File: config.mk
export PLATFORM = sky130hd
export DESIGN_NAME = ring_wb_ctrl
export DESIGN_NICKNAME = d
export VERILOG_FILES = /design/src/rtl/wbc_pkg.sv /design/src/rtl/wbc_sizer.sv /design/src/rtl/wbc_delay.sv /design/src/rtl/wbc_advance.sv /design/src/rtl/ring_wb_ctrl.sv
export SDC_FILE = /design/constraint.sdc
export NUM_CORES = 1
export LEC_CHECK = 0
export ABC_AREA = 1
export BUFFER_PORTS_ARGS = -buffer_cell sky130_fd_sc_hd__buf_4
export CAP_MARGIN = 20
export CORE_MARGIN = 5
export CORE_UTILIZATION = 57
export DETAILED_ROUTE_END_ITERATION = 10
export GPL_TIMING_DRIVEN = 0
export PLACE_DENSITY = 0.88
export SLEW_MARGIN = 0
export SYNTH_ARGS = -nofsm -noshare
export SYNTH_HDL_FRONTEND = slang
export SYNTH_SLANG_ARGS = --single-unit
File: constraint.sdc
create_clock -name clk -period 8.2 [get_ports clk]
set_input_delay 0.41 -clock clk [delete_from_list [all_inputs] [get_ports clk]]
set_output_delay 0.41 -clock clk [all_outputs]
set_load 0.02 [all_outputs]
File: src/rtl/wbc_pkg.sv
package wbc_pkg;

    typedef enum logic [2:0] {
        ST_IDLE,
        ST_WAIT,
        ST_ISSUE,
        ST_BUSY,
        ST_DONE,
        ST_RETRY
    } wb_state_e;

    typedef struct packed {
        logic clipped;
        logic empty;
    } size_flags_t;

    localparam int DESC_SHIFT_DEF = 4;

endpackage

File: src/rtl/wbc_sizer.sv
module wbc_sizer
    import wbc_pkg::*;
#(
    parameter int IDX_W = 8
) (
    input  logic [IDX_W-1:0] used,
    input  logic [IDX_W-1:0] head,
    input  logic [IDX_W-1:0] ring_len,
    input  logic [IDX_W-1:0] mask,
    output logic [IDX_W-1:0] count,
    output size_flags_t      flags
);
    logic [IDX_W:0] reach;

    always_comb begin
        reach = {1'b0, used} + {1'b0, head};
        flags.clipped = (reach >= {1'b0, ring_len});
        if (flags.clipped) begin
            count = ring_len - head;
        end else begin
            count = used & ~mask;
        end
        flags.empty = (count == '0);
    end
endmodule

File: src/rtl/wbc_delay.sv
module wbc_delay #(
    parameter int DELAY_W = 8
) (
    input  logic               clk,
    input  logic               rst,
    input  logic               start,
    input  logic               hold,
    input  logic [DELAY_W-1:0] limit,
    output logic               expire
);
    logic               running;
    logic [DELAY_W-1:0] ticks;
    logic               at_limit;

    assign at_limit = running && (ticks >= limit);
    assign expire   = at_limit && !hold;

    always_ff @(posedge clk) begin
        if (rst) begin
            running <= 1'b0;
            ticks   <= '0;
        end else if (start) begin
            running <= 1'b1;
            ticks   <= '0;
        end else if (running) begin
            if (at_limit) begin
                if (hold) begin
                    ticks <= '0;
                end else begin
                    running <= 1'b0;
                end
            end else begin
                ticks <= ticks + 1'b1;
            end
        end
    end

    AST_NO_EXPIRE_IN_HOLD: assert property (@(posedge clk) disable iff (rst)
        (running && hold) |=> !(expire && $past(hold) && $past(at_limit)))
        else $error("expire during hold");
endmodule

File: src/rtl/wbc_advance.sv
module wbc_advance #(
    parameter int IDX_W      = 8,
    parameter int ADDR_W     = 32,
    parameter int DESC_SHIFT = 4
) (
    input  logic [ADDR_W-1:0]           base,
    input  logic [IDX_W-1:0]            head,
    input  logic [IDX_W-1:0]            count,
    input  logic [IDX_W-1:0]            ring_len,
    output logic [ADDR_W-1:0]           addr,
    output logic [IDX_W+DESC_SHIFT-1:0] bytes,
    output logic [IDX_W-1:0]            head_next
);
    logic [IDX_W:0] sum;

    always_comb begin
        addr  = base + (ADDR_W'(head) << DESC_SHIFT);
        bytes = {count, {DESC_SHIFT{1'b0}}};
        sum   = {1'b0, head} + {1'b0, count};
        if (sum >= {1'b0, ring_len}) begin
            sum = sum - {1'b0, ring_len};
        end
        head_next = sum[IDX_W-1:0];
    end
endmodule

File: src/rtl/ring_wb_ctrl.sv
module ring_wb_ctrl
    import wbc_pkg::*;
#(
    parameter int IDX_W      = 8,
    parameter int ADDR_W     = 32,
    parameter int DELAY_W    = 8,
    parameter int DESC_SHIFT = DESC_SHIFT_DEF,
    parameter bit IS_TX      = 1'b1
) (
    input  logic                        clk,
    input  logic                        rst,
    input  logic                        wb_req,
    input  logic [IDX_W-1:0]            wb_mask,
    input  logic [IDX_W-1:0]            used_count,
    input  logic [IDX_W-1:0]            ring_head,
    input  logic [IDX_W+DESC_SHIFT-1:0] ring_bytes,
    input  logic [ADDR_W-1:0]           ring_base,
    input  logic [DELAY_W-1:0]          wb_delay,
    input  logic                        drain,
    input  logic                        dma_done,
    output logic                        dma_req,
    output logic [ADDR_W-1:0]           dma_addr,
    output logic [IDX_W+DESC_SHIFT-1:0] dma_bytes,
    output logic                        pop_valid,
    output logic [IDX_W-1:0]            pop_count,
    output logic                        head_upd,
    output logic [IDX_W-1:0]            head_new,
    output logic                        irq,
    output logic                        idle
);
    localparam int BYTE_W = IDX_W + DESC_SHIFT;

    wb_state_e        state;
    logic [IDX_W-1:0] mask_r;
    logic             owed_r;
    logic [IDX_W-1:0] cnt_r;
    logic [IDX_W-1:0] head_r;

    logic [IDX_W-1:0] ring_len;
    logic [IDX_W-1:0] eval_mask;
    logic [IDX_W-1:0] sz_count;
    size_flags_t      sz_flags;
    logic             evaluate;
    logic             merge_hit;
    logic             owed_nx;
    logic             dly_expire;
    logic [BYTE_W-1:0] adv_bytes;

    assign ring_len  = IDX_W'(ring_bytes >> DESC_SHIFT);
    assign merge_hit = wb_req && (wb_mask < mask_r);
    assign eval_mask = (state == ST_RETRY) ? (merge_hit ? wb_mask : mask_r) : wb_mask;
    assign evaluate  = ((state == ST_IDLE) && wb_req) || (state == ST_RETRY);
    assign owed_nx   = owed_r || merge_hit;

    wbc_sizer #(.IDX_W(IDX_W)) i_sizer (
        .used     (used_count),
        .head     (ring_head),
        .ring_len (ring_len),
        .mask     (eval_mask),
        .count    (sz_count),
        .flags    (sz_flags)
    );

    wbc_delay #(.DELAY_W(DELAY_W)) i_delay (
        .clk    (clk),
        .rst    (rst),
        .start  (evaluate && !sz_flags.empty),
        .hold   (drain),
        .limit  (wb_delay),
        .expire (dly_expire)
    );

    wbc_advance #(.IDX_W(IDX_W), .ADDR_W(ADDR_W), .DESC_SHIFT(DESC_SHIFT)) i_advance (
        .base      (ring_base),
        .head      (head_r),
        .count     (cnt_r),
        .ring_len  (ring_len),
        .addr      (dma_addr),
        .bytes     (adv_bytes),
        .head_next (head_new)
    );

    always_ff @(posedge clk) begin
        if (rst) begin
            state  <= ST_IDLE;
            mask_r <= '0;
            owed_r <= 1'b0;
            cnt_r  <= '0;
            head_r <= '0;
        end else begin
            if (evaluate) begin
                mask_r <= eval_mask;
                owed_r <= sz_flags.clipped;
                cnt_r  <= sz_count;
                head_r <= ring_head;
                state  <= sz_flags.empty ? ST_IDLE : ST_WAIT;
            end else begin
                if (state != ST_IDLE && merge_hit) begin
                    mask_r <= wb_mask;
                    owed_r <= 1'b1;
                end
                unique case (state)
                    ST_WAIT:  if (dly_expire) state <= ST_ISSUE;
                    ST_ISSUE: state <= ST_BUSY;
                    ST_BUSY:  if (dma_done) state <= ST_DONE;
                    ST_DONE:  state <= owed_nx ? ST_RETRY : ST_IDLE;
                    default:  state <= state;
                endcase
            end
        end
    end

    assign dma_req   = (state == ST_ISSUE);
    assign dma_bytes = adv_bytes;
    assign pop_valid = (state == ST_DONE);
    assign pop_count = cnt_r;
    assign head_upd  = (state == ST_DONE);
    assign idle      = (state == ST_IDLE);

    generate
        if (IS_TX) begin : g_tx_irq
            assign irq = (state == ST_DONE);
        end else begin : g_rx_irq
            assign irq = 1'b0;
        end
    endgenerate

    AST_SINGLE_ISSUE: assert property (@(posedge clk) disable iff (rst)
        dma_req |=> !dma_req)
        else $error("back-to-back dma_req");
    AST_NONZERO_ISSUE: assert property (@(posedge clk) disable iff (rst)
        dma_req |-> (dma_bytes != '0))
        else $error("empty DMA issued");
    AST_DRAIN_HOLD: assert property (@(posedge clk) disable iff (rst)
        $rose(dma_req) |-> !$past(drain))
        else $error("issue while draining");
    AST_POP_AFTER_DONE: assert property (@(posedge clk) disable iff (rst)
        pop_valid |-> $past(dma_done))
        else $error("pop before completion");
    AST_HEAD_IN_RING: assert property (@(posedge clk) disable iff (rst)
        head_upd |-> (head_new < ring_len))
        else $error("head out of ring");
    AST_IRQ_WITH_HEAD: assert property (@(posedge clk) disable iff (rst)
        irq |-> head_upd)
        else $error("irq without completion");
    AST_IDLE_QUIET: assert property (@(posedge clk) disable iff (rst)
        idle |-> (!dma_req && !pop_valid && !head_upd))
        else $error("activity while idle");
endmodule

==> summary.md, run 1 <==
| Metric | Value |
|---|---|
| Sequential Power Share | `about a fifth` |
| Switching power | `0.703 mW` |
| DRT antenna net count | `0` |
| CTS tree | `done` |
| Core footprint | `0.00813 sq mm` |
| Crit-path max FO | `10` |
| Final Critical Period | `a little over 4 ns` |
| Synth Area in Compound Gates | `approximately 16%` |
| Number of synthesized register bits | `37` |
| Critical path required time | `just under 8 ns` |
| WL final | `between 10 and 15 mm` |
| Final net count | `975` |
| CP endpoint kind | `primary output` |
| Setup_tns | `0 ns` |
| Initial DRC count | `290` |
| Root Buffer Master | `clkbuf_8` |
| Max Clk Rate | `248 MHz` |
| PD cells | `238 mW/mm^2` |
| Final std cells w/o fill | `between 900 and 1000` |
| Vias in the first global route | `4904` |
| Fin crit share | `49.1%` |
| Share of the synthesized area in the top cell type | `16.8%` |
| Initial antenna violation count | `0` |
| Comb pwr share | `between 60% and 70%` |
| Syn-to-layout area delta | `26.8%` |
| Top-level I/O count | `146` |
| Final Hold Vio Count | `0` |
| CTS clock-pin slew for the worst setup and hold paths | `0.08 ns` |
| Clk sink count | `37` |
| Slew headroom | `62.3%` |
| Multiplexer share of the synthesized area | `0%` |
| Layout Skew | `0.00326 ns` |
| Detailed-placement wirelength estimate | `roughly 12 mm` |
| Synth warn | `0` |
| Post-Syn Area | `0.00470 sq mm` |
| Main flop type after synthesis | `dfxtp_1` |
| Die span in x | `101 microns` |
| Post-synthesis simple-gate area fraction | `27.5%` |
| Worst hold slack | `between 0.2 and 0.3 ns` |
| Leakage | `about 3.2 nW` |
| Max cap viols | `0` |
| Register area share after synthesis | `15.8%` |
| Die area | `a little over 0.01 sq mm` |
| Initial Util | `57.8%` |
| First-pass GRT wire length | `21.9 mm` |
| Wire per inst | `14.8 microns` |
| DP Cell Count | `between 900 and 1000` |
| Die height | `just over 100 microns` |
| Skew-Pair Late Insertion Delay | `around 0.30 ns` |
| Largest net degree at the start of global routing | `13` |
| Fraction of registers with async set/reset | `0%` |
| Top cells by area, synth | `ha_1 (17%), dfxtp_1 (16%), nand2_1 (9.2%)` |
| Distinct cell type count after synthesis | `49` |
| CTS Buf Count | `5` |
| Fraction of layout cells with a size suffix above 1 | `roughly a quarter` |
| # setup viols final | `0` |
| # rows | `33` |
| Post-Syn Area per Cell | `~7 sq um` |
| Setup WS pre-CTS | `4.41 ns` |
| # diodes | `0` |
| H-tree depth | `2` |
| Setup repair bufs after CTS | `0` |
| Largest family of logic cells by synthesized area | `simple AND/OR/NAND/NOR gates` |
| P_int | `0.715 mW` |
| Post-Place Cell Area | `0.00584 sq mm` |
| CTS resizes | `0` |
| Total gr overflow | `0` |
| Vias per std cell | `5.46` |
| Switching Share | `approximately 50%` |
| HP Class | `in -> reg` |
| Synth area leader | `ha_1` |
| PortBufs | `133` |
| VDD IR-drop max | `0.136 mV` |
| Synth cell count leaders | `nand2_1 (115), inv_1 (104), ha_1 (63), a21oi_1 (46), nor2_1 (43)` |
| Worst setup path category | `reg -> out` |
| Clk buf depth | `2` |
| CTS Hold Bufs | `0` |
| Clock power frac | `11.9%` |
| Routability cong. | `0.894` |
| Length of the first detailed-routing pass in iterations | `4` |
| DRC Markers | `0` |
| Worst Path Arrival | `3.61 ns` |
| CP startpoint kind | `register` |
| RSZ-0062 raised after global routing | `false` |
| Most numerous cell in the Yosys netlist | `nand2_1` |
| Worst slew pin tran | `0.560 ns` |
| Final worst slack | `4.18 ns` |
| Slew Limit Fails | `0` |
| Final Cell Area | `0.00596 sq mm` |
| Total global-route track usage | `26.1%` |
| Mapped Cells | `approximately 680` |
| Via count | `5089` |
| Number of synthesized flops with an enable pin | `0` |
| Synth Area in XOR/XNOR | `9.51%` |
| Outcome | `complete, no violations` |
| Post-Synth Adder-Cell Area | `between 10% and 20%` |
## per-stage QoR
| step | total power [mW] | util (%) |
|---|---|---|
| 6_report | 1.42 | 73.3 |
| 5_1_grt | 1.52 | 73.3 |
| 4_1_cts | 1.41 | 73.3 |
| 3_5_place_dp | 1.24 | 71.8 |
| 3_3_place_gp | 1.20 | 71.8 |
| 2_1_floorplan | 0.920 | - |
## cell type report
cell class / instances / area, sq um
buffer: 25 / 174
clock buffer: 6 / 82.6
clock inverter: 2 / 37.5
fill: 660 / 2170
inverter: 112 / 420
multi-input combinational: 512 / 3370
sequential: 37 / 741
tap: 105 / 131
timing repair buffer: 133 / 998
## worst max-delay path, stage by stage (launching register included)
cell and delay [ns]:
dfxtp_1 0.38, ha_1 0.25, fa_1 0.40, a21oi_1 0.16, nor2_1 0.05, nor2_1 0.14, o21ai_0 0.10, a21oi_1 0.22
xor2_1 0.24, inv_1 0.07, ha_1 0.33, nand2_1 0.07, nor3_1 0.19, nor3_1 0.07, nand3_1 0.09, buf_2 0.21
nand3_1 0.09, o21ai_1 0.08, buf_4 0.15
## power groups by stage
stage          Clock, mW  Combinational, mW  Sequential (mW)
3_5_place_dp           0              0.973            0.272
6_report           0.169              0.979            0.269
2_1_floorplan          0              0.654            0.266
4_1_cts            0.168              0.977            0.268
5_1_grt            0.174               1.08            0.274
3_3_place_gp           0              0.935            0.270
## flip-flops by register name, summed over array words and instances (netlist names)
| signal | flops |
|---|---|
| pop_count | 8 |
| mask_r | 8 |
| i_delay.running | 1 |
| state | 3 |
| i_delay.ticks | 8 |
| head_r | 8 |
| owed_r | 1 |
## routing by layer
layer | GRT usage, % | routed length [microns] | up-vias | share of wire [%]
met5 | 0 | 0 | - | 0
met4 | 6.32 | 174 | 0 | 1.3
met3 | 3.32 | 1100 | 19 | 8.0
met2 | 47.6 | 7080 | 209 | 51
met1 | 32.3 | 5420 | 2341 | 39
li1 | - | - | 2520 | -
## worst paths after layout
| kind | start | endpoint | slack, ns | cells past startpoint |
|---|---|---|---|---|
| hold / removal | rst | i_delay.running | 0.29 | 2 |
| setup reg to reg | i_delay.ticks[3] | i_delay.ticks[4] | 5.86 | 12 |
| hold reg to reg | mask_r[0] | mask_r[0] | 0.53 | 2 |
| setup / recovery | pop_count[0] | head_new[3] | 4.18 | 18 |
## cell families after synthesis
group / Yosys count
flip-flops: 37
other: 1
XOR/XNOR: 51
AND/OR/NAND/NOR: 266
buffers and inverters: 137
adder cells (fa/ha/maj): 68
AO/OA/AOI/OAI: 123
## layout by cell type, fill, tap and decap left out, drive strengths merged, types with 17 or more instances in the layout
master	count
a21oi	47
buf	154
dfxtp	37
ha	63
inv	111
nand2	127
nand3	38
nand4	17
nor2	60
o21ai	47
xor2	36
Power figures use the tool's default switching activity.
==> run 2, diff against run 1 <==
--- a/config.mk
+++ b/config.mk
@@ -5,14 +5,14 @@
 export SDC_FILE = /design/constraint.sdc
 export NUM_CORES = 1
 export LEC_CHECK = 0
-export ABC_AREA = 1
+export ABC_AREA = 0
 export BUFFER_PORTS_ARGS = -buffer_cell sky130_fd_sc_hd__buf_4
 export CAP_MARGIN = 20
 export CORE_MARGIN = 5
-export CORE_UTILIZATION = 57
+export CORE_UTILIZATION = 53
 export DETAILED_ROUTE_END_ITERATION = 10
 export GPL_TIMING_DRIVEN = 0
-export PLACE_DENSITY = 0.88
+export PLACE_DENSITY = 0.83
 export SLEW_MARGIN = 0
 export SYNTH_ARGS = -nofsm -noshare
 export SYNTH_HDL_FRONTEND = slang
==> constraint.sdc (replaced) <==
create_clock -name clk -period 3.9 [get_ports clk]
set_input_delay 0.195 -clock clk [delete_from_list [all_inputs] [get_ports clk]]
set_output_delay 0.195 -clock clk [all_outputs]
set_load 0.02 [all_outputs]
==> summary.md, run 2 <==
| Metric | Value |
|---|---|
| Largest net degree at the start of global routing | `14 (was 13)` |
| Initial antenna violation count | `0 (unchanged)` |
| Via count | `4678 (was 5089)` |
| Fraction of layout cells with a size suffix above 1 | `27.5% (was 26.5%)` |
| Top-level I/O count | `146 (unchanged)` |
| Worst setup path category | `reg -> out (unchanged)` |
| Crit path max-delay cell type | `dfxtp_2 (was fa_1)` |
| Initial DRC count | `155 (was 290)` |
| CTS Hold Bufs | `0 (unchanged)` |
| Setup_tns | `0 ns (unchanged)` |
| Power Total | `1.97 mW (was 1.42 mW)` |
| Top cells by area, synth | `ha_1 (17%), dfxtp_1 (16%), xnor2_1 (5.3%) (was ha_1 (17%), dfxtp_1 (16%), nand2_1 (9.2%))` |
| CTS clock-pin slew for the worst setup and hold paths | `0.08 ns (about the same)` |
| Post-Syn Area per Cell | `7.81 sq um (was 6.88 sq um)` |
| Reg2reg setup slack | `1.02 ns (was 5.86 ns)` |
| Initial Util | `53.8% (was 57.8%)` |
| WL final | `13.0 mm (was 13.8 mm)` |
| Leakage | `2.90 nW (was 3.21 nW)` |
| Total gr overflow | `0 (unchanged)` |
| Vias in the first global route | `4540 (was 4904)` |
| Total global-route track usage | `24.0% (was 26.1%)` |
| Layout Skew | `0.00199 ns (was 0.00326 ns)` |
| Synth area leader | `ha_1 (unchanged)` |
| Fin crit share | `approximately 96%` |
| Die span in x | `103 microns (was 101 microns)` |
| Wire per inst | `15.4 microns (was 14.8 microns)` |
| Share of the synthesized area in the top cell type | `17.1% (was 16.8%)` |
| Crit path max-delay family | `compound AO/OA/AOI/OAI gates (was adder cells)` |
| Commonest cells after routing, fill and taps aside | `buf_4 (153), ha_1 (63), nor2_1 (62) (was buf_4 (152), nand2_1 (115), inv_1 (104))` |
| RSZ-0062 raised after global routing | `false (unchanged)` |
| Die height | `103 microns (was 101 microns)` |
| Root Buffer Master | `clkbuf_8 (unchanged)` |
| Worst flop-to-flop path startpoint | `mask_r[7] (was i_delay.ticks[3])` |
| R2R depth | `10 (was 12)` |
| Post-Syn Area | `0.00462 sq mm (was 0.00470 sq mm)` |
| Skew-Pair Late Insertion Delay | `0.29 ns (was 0.30 ns)` |
| Most numerous cell in the Yosys netlist | `ha_1 (was nand2_1)` |
| Synth cell count leaders | `ha_1 (63), nor2_1 (62), inv_1 (56), nand2_1 (49), a21oi_1 (39) (was nand2_1 (115), inv_1 (104), ha_1 (63), a21oi_1 (46), nor2_1 (43))` |
| H-tree depth | `2 (unchanged)` |
| Critical path depth in cells | `14 (was 18)` |
| CTS tree | `done (unchanged)` |
| Crit-path most repeated cell | `ha_1` |
| Distinct cell type count after synthesis | `74 (was 49)` |
| Worst slew pin tran | `0.656 ns (was 0.560 ns)` |
| Buf+Inv Stages, Crit Path | `1 (was 3)` |
| Switching Share | `40.3% (was 49.6%)` |
| Outcome | `complete, no violations (unchanged)` |
| DRC Markers | `0 (unchanged)` |
| Critical path required time | `3.70 ns (was 7.79 ns)` |
| Slew headroom | `55.7% (was 62.3%)` |
| HP Class | `in -> reg (unchanged)` |
| # diodes | `0 (unchanged)` |
| Final Critical Period | `3.74 ns` |
| Final net count | `886 (was 975)` |
| Detailed-placement wirelength estimate | `11.2 mm (was 11.7 mm)` |
| Die area | `0.0107 sq mm (was 0.0102 sq mm)` |
| CP startpoint kind | `register (unchanged)` |
| Final Hold Vio Count | `0 (unchanged)` |
| Number of synthesized flops with an enable pin | `0 (unchanged)` |
| Switching power | `0.793 mW (was 0.703 mW)` |
| Storage cell area | `744 sq um (was 741 sq um)` |
| Comb pwr share | `56.7% (was 69.1%)` |
| Filler cell count | `730 (was 660)` |
| Clk sink count | `37 (unchanged)` |
| P_int | `1.17 mW (was 0.715 mW)` |
| First-pass GRT wire length | `20.6 mm (was 21.9 mm)` |
| WHS Endpoint | `mask_r[5] (was i_delay.running)` |
| Max Clk Rate | `268 MHz` |
| Cell Chain, Critical Path | `ha_1 > a21o_1 > a21oi_2 > o21bai_1 > a2111oi_1 > nor3_1 > xor2_1 > ha_1 > nand4_1 > nor2_1 > a2111oi_4 > nand2_4 > mux2_1 > buf_4 (was ha_1 > fa_1 > a21oi_1 > nor2_1 > nor2_1 > o21ai_0 > a21oi_1 > xor2_1 > inv_1 > ha_1 > nand2_1 > nor3_1 > nor3_1 > nand3_1 > buf_2 > nand3_1 > o21ai_1 > buf_4)` |
| Length of the first detailed-routing pass in iterations | `5 (was 4)` |
| Clk buf depth | `2 (unchanged)` |
| Worst r2r dst | `state[0] (was i_delay.ticks[4])` |
| PD cells | `330 mW/mm^2 (was 238 mW/mm^2)` |
| CTS Buf Count | `5 (unchanged)` |
| PortBufs | `133 (unchanged)` |
| VDD IR-drop max | `0.303 mV (was 0.136 mV)` |
| Max cap viols | `0 (unchanged)` |
| DRT antenna net count | `0 (unchanged)` |
| Commonest non-fill, non-tap cell in the layout | `buf_4 (unchanged)` |
| Min-delay src | `wb_mask[5] (was rst)` |
| Main flop type after synthesis | `dfxtp_1 (unchanged)` |
| Crit-path max FO | `7 (was 10)` |
| Sequential Power Share | `22.8% (was 19.0%)` |
| Worst hold slack | `0.154 ns (was 0.292 ns)` |
| Core footprint | `0.00859 sq mm (was 0.00813 sq mm)` |
| Synth warn | `0 (unchanged)` |
| Slew Limit Fails | `0 (unchanged)` |
| Worst Path Arrival | `3.54 ns (was 3.61 ns)` |
| CP endpoint kind | `primary output (unchanged)` |
| Mapped Cells | `592 (was 683)` |
| Vias per std cell | `5.53 (was 5.46)` |
| # rows | `34 (was 33)` |
| Fraction of registers with async set/reset | `0% (unchanged)` |
| Clock power frac | `20.5% (was 11.9%)` |
| # setup viols final | `0 (unchanged)` |
| Number of synthesized register bits | `37 (unchanged)` |
| Multi-input logic area | `0.00351 sq mm (was 0.00337 sq mm)` |
| Routability cong. | `0.913 (was 0.894)` |
| Register area share after synthesis | `16.0% (was 15.8%)` |
| WHS Path Cells | `3 (was 2)` |
| Syn-to-layout area delta | `28.7% (was 26.8%)` |
| Slowest cell delay on critical path | `0.36 ns (was 0.40 ns)` |
[run 2: cell count changes in the layout (fill, tap and decap cells not counted), sizes merged, moves of 8 or more]
| cell | before | now |
|---|---|---|
| a31oi | 12 | 4 |
| mux2i | 0 | 12 |
| inv | 111 | 57 |
| nand2b | 0 | 11 |
| xor2 | 36 | 27 |
| nand3 | 38 | 11 |
| xnor2 | 15 | 28 |
| nand2 | 127 | 50 |
| o21ai | 47 | 21 |
| nand4 | 17 | 6 |
| nor3 | 15 | 23 |
| a211oi | 0 | 11 |
[run 2: tightest hold or removal path, stage by stage]
cell and delay, ns:
buf_4 0.09, mux2i_1 0.06, nor2_1 0.07
[run 2: logic make-up after synthesis]
kind of cell,Yosys count,synth area share [%]
DFF,37,16.0
AOI/OAI and AO/OA,123,19.2
buffers and inverters,86,8.88
muxes,18,4.06
xor gates and xnor gates,55,10.4
other,1,0.0811
and+or+nand+nor,204,22.1
adders and majority gates,68,19.2
[run 2: what timing repair did]
action | in CTS | in global routing
setup buffers | 1 | 1
endpoints found under the hold margin | 0 | 0
gates resized for setup | 7 | 4
setup endpoints to repair | 7 | 6
pin swaps | 6 | 3
cloned | 0 | 0
[run 2: stage by stage]
stage               util [%]  area (sq um)  setup slack, ns  instances
floorplan                  -          4630            0.424        595
global placement        67.1          5770            0.177        836
detailed placement      67.1          5770            0.114        836
CTS                     69.1          5940           0.0655        845
global route            69.3          5950          0.00214        846
finish                  69.3          5950            0.163        846
[run 2: how the worst max path moves through the flow]
stage / start / endpoint
global placement: pop_count[1] / head_new[2]
global route: pop_count[1] / head_new[2]
detailed placement: pop_count[1] / head_new[2]
floorplan: pop_count[1] / head_new[1]
CTS: pop_count[0] / head_new[2]
finish: pop_count[1] / head_new[2]
[run 2: area by class of cell]
type                    count  share of cell area (%)
clock inverters             3                    1.16
plain buffers              30                    3.36
clock buffers               5                    1.16
inverters                  56                    3.53
multi-input cells         472                    59.0
flip-flops and latches     37                    12.5
well taps                 108                    2.27
repair buffers            135                    17.0
[run 2: power groups by stage]
stage / logic, mW / clock network (mW) / registers (mW)
6_report: 1.11 / 0.404 / 0.448
5_1_grt: 1.22 / 0.426 / 0.453
4_1_cts: 1.11 / 0.408 / 0.447
3_5_place_dp: 1.10 / 0 / 0.455
3_3_place_gp: 1.06 / 0 / 0.454
2_1_floorplan: 0.720 / 0 / 0.457
[run 2: metal layers]
| layer | up-vias | wire length, microns | track usage (%) |
|---|---|---|---|
| li1 | 2346 | - | - |
| met1 | 2131 | 5270 | 28.5 |
| met2 | 166 | 6440 | 44.2 |
| met3 | 35 | 943 | 3.62 |
| met4 | 0 | 354 | 7.37 |
| met5 | - | 0 | 0 |
==> run 3, diff against run 2 <==
--- a/config.mk
+++ b/config.mk
@@ -8,11 +8,13 @@
 export ABC_AREA = 0
 export BUFFER_PORTS_ARGS = -buffer_cell sky130_fd_sc_hd__buf_4
 export CAP_MARGIN = 20
+export CELL_PAD_IN_SITES_DETAIL_PLACEMENT = 0
+export CELL_PAD_IN_SITES_GLOBAL_PLACEMENT = 1
 export CORE_MARGIN = 5
-export CORE_UTILIZATION = 53
+export CORE_UTILIZATION = 34
 export DETAILED_ROUTE_END_ITERATION = 10
 export GPL_TIMING_DRIVEN = 0
-export PLACE_DENSITY = 0.83
+export PLACE_DENSITY_LB_ADDON = 0.1
 export SLEW_MARGIN = 0
 export SYNTH_ARGS = -nofsm -noshare
 export SYNTH_HDL_FRONTEND = slang
==> constraint.sdc (replaced) <==
create_clock -name clk -period 3 [get_ports clk]
set_input_delay 0.15 -clock clk [delete_from_list [all_inputs] [get_ports clk]]
set_output_delay 0.15 -clock clk [all_outputs]
set_load 0.02 [all_outputs]
==> summary.md, run 3 (synthesized netlist as in run 2, its figures left out) <==
| Metric | Value |
|---|---|
| Outcome | `finished, violations left (was complete, no violations)` |
| Failing checks | `negative setup slack` |
| Final net count | `911 (was 886)` |
| Worst slew pin tran | `0.604 ns (was 0.656 ns)` |
| Commonest non-fill, non-tap cell in the layout | `buf_4 (unchanged)` |
| CP startpoint kind | `register (unchanged)` |
| Final Cell Area | `0.00660 sq mm (was 0.00595 sq mm)` |
| DRT antenna net count | `0 (unchanged)` |
| Worst setup path category | `reg -> out (unchanged)` |
| Critical path required time | `2.85 ns (was 3.70 ns)` |
| DP Cell Count | `904 (was 836)` |
| Fraction of layout cells with a size suffix above 1 | `36.4% (was 27.5%)` |
| Layout Utilization | `49.7% (was 69.3%)` |
| WL final | `14.0 mm (was 13.0 mm)` |
| Largest net degree at the start of global routing | `14 (unchanged)` |
| Fin crit share | `116%` |
| Slew headroom | `59.7% (was 55.7%)` |
| RSZ-0062 raised after global routing | `true (was false)` |
| Length of the first detailed-routing pass in iterations | `5 (unchanged)` |
| VDD IR-drop max | `0.250 mV (was 0.303 mV)` |
| Setup WS pre-CTS | `-0.541 ns (was 0.114 ns)` |
| Initial Util | `34.8% (was 53.8%)` |
| Initial antenna violation count | `0 (unchanged)` |
| Final Critical Period | `3.48 ns` |
| Die height | `127 microns (was 103 microns)` |
| Top-level I/O count | `146 (unchanged)` |
| Die area | `0.0160 sq mm (was 0.0107 sq mm)` |
| PortBufs | `133 (unchanged)` |
| # rows | `42 (was 34)` |
| Final std cells w/o fill | `939 (was 846)` |
| Commonest cells after routing, fill and taps aside | `buf_4 (171), nor2_1 (59), ha_1 (56) (was buf_4 (153), ha_1 (63), nor2_1 (62))` |
| CTS Hold Bufs | `0 (unchanged)` |
| Filler cell count | `1317 (was 730)` |
| CTS clock-pin slew for the worst setup and hold paths | `0.06 ns (was 0.08 ns)` |
| # setup viols final | `8 (was 0)` |
| First-pass GRT wire length | `22.8 mm (was 20.6 mm)` |
| Root Buffer Master | `clkbuf_16 (was clkbuf_8)` |
| Clk sink count | `37 (unchanged)` |
| Final Hold Vio Count | `0 (unchanged)` |
| # diodes | `0 (unchanged)` |
| HP Class | `in -> reg (unchanged)` |
| Worst Path Arrival | `3.33 ns (was 3.54 ns)` |
| Wire per inst | `14.9 microns (was 15.4 microns)` |
| Layout Skew | `0.00870 ns (was 0.00199 ns)` |
| Clk buf depth | `2 (unchanged)` |
| DRC Markers | `0 (unchanged)` |
| Via count | `4704 (was 4678)` |
| CP endpoint kind | `primary output (unchanged)` |
| Leakage | `3.08 nW (was 2.90 nW)` |
| Post-Place Cell Area | `0.00597 sq mm (was 0.00577 sq mm)` |
| Total global-route track usage | `16.9% (was 24.0%)` |
| CTS tree | `done (unchanged)` |
| Die span in x | `127 microns (was 103 microns)` |
| Initial DRC count | `107 (was 155)` |
| Final worst slack | `-0.483 ns (was 0.163 ns)` |
| Routability cong. | `0.844 (was 0.913)` |
| Slew Limit Fails | `0 (unchanged)` |
| Vias per std cell | `5.01 (was 5.53)` |
| Power Total | `2.87 mW (was 1.97 mW)` |
| Total gr overflow | `0 (unchanged)` |
| Core footprint | `0.0133 sq mm (was 0.00859 sq mm)` |
| Syn-to-layout area delta | `42.8% (was 28.7%)` |
| Skew-Pair Late Insertion Delay | `0.28 ns (was 0.29 ns)` |
| CTS Buf Count | `5 (unchanged)` |
| Crit-path max FO | `7 (unchanged)` |
| Vias in the first global route | `4632 (was 4540)` |
| Max cap viols | `0 (unchanged)` |
| H-tree depth | `2 (unchanged)` |
| Detailed-placement wirelength estimate | `11.7 mm (was 11.2 mm)` |
| Max Clk Rate | `287 MHz` |
| PD cells | `434 mW/mm^2 (was 330 mW/mm^2)` |
==> run 3: cell count changes in the layout (fill, tap and decap cells not counted), sizes merged <==
cell,before,now
bufinv,2,1
buf,158,183
clkinv,0,1
nor2,65,66
clkbuf,12,11
==> run 3: power by group <==
part	total (mW)	internal, mW	leakage [nW]	switching (mW)
logic	1.68	0.803	2.69	0.878
clock network	0.606	0.393	0.0842	0.213
registers	0.582	0.536	0.306	0.0463
total	2.87	1.73	3.08	1.14
==> run 3: worst paths after layout <==
check | startpoint | to | slack, ns | depth (start not counted)
setup / recovery | pop_count[1] | head_new[5] | -0.48 | 15
hold / removal | wb_mask[2] | mask_r[2] | 0.12 | 3
hold reg to reg | head_r[0] | head_r[0] | 0.48 | 2
setup reg to reg | mask_r[2] | i_delay.ticks[1] | 0.21 | 10
==> run 3: routing by layer <==
layer	track usage (%)	wire length, microns	vias to the layer above
met2	29.2	6770	101
met1	22.5	6490	2186
met4	3.34	129	0
li1	-	-	2407
met3	2.44	595	10
met5	0	0	-
==> run 3: what timing repair did <==
item,4_1_cts,5_1_grt
resized for setup,21,36
pin swaps,28,32
gates cloned,0,1
buffers inserted,16,12
setup endpoints to repair,36,41
==> run 3: cell type report <==
| cell class | count | area, sq um | share of cell area, % |
|---|---|---|---|
| timing repair buffer | 161 | 1250 | 18.9 |
| sequential | 37 | 752 | 11.4 |
| clock inverter | 3 | 43.8 | 0.663 |
| multi-input combinational | 473 | 3820 | 57.9 |
| inverter | 56 | 210 | 3.18 |
| buffer | 28 | 185 | 2.80 |
| clock buffer | 5 | 125 | 1.89 |
| tap | 176 | 220 | 3.33 |
==> run 3: per-stage QoR <==
stage	hold WS (ns)	setup TNS, ns
after CTS	0.115	-4.46
after global routing	0.137	-5.65
after global placement	0.397	-7.57
after floorplan	0.283	-0.0428
after detailed placement	0.410	-8.50
final	0.124	-3.64
==> run 3: critical path: stages (launching register included) <==
cell and delay [ns]:
dfxtp_4 0.36, buf_4 0.16, fa_2 0.39, a21o_1 0.18, a21oi_2 0.15, o21bai_1 0.10, a21oi_2 0.20, xnor2_2 0.13
ha_4 0.18, or3_1 0.38, o21ai_2 0.08, a21oi_2 0.06, nand2_2 0.12, nand2_4 0.10, mux2_2 0.31, buf_4 0.16
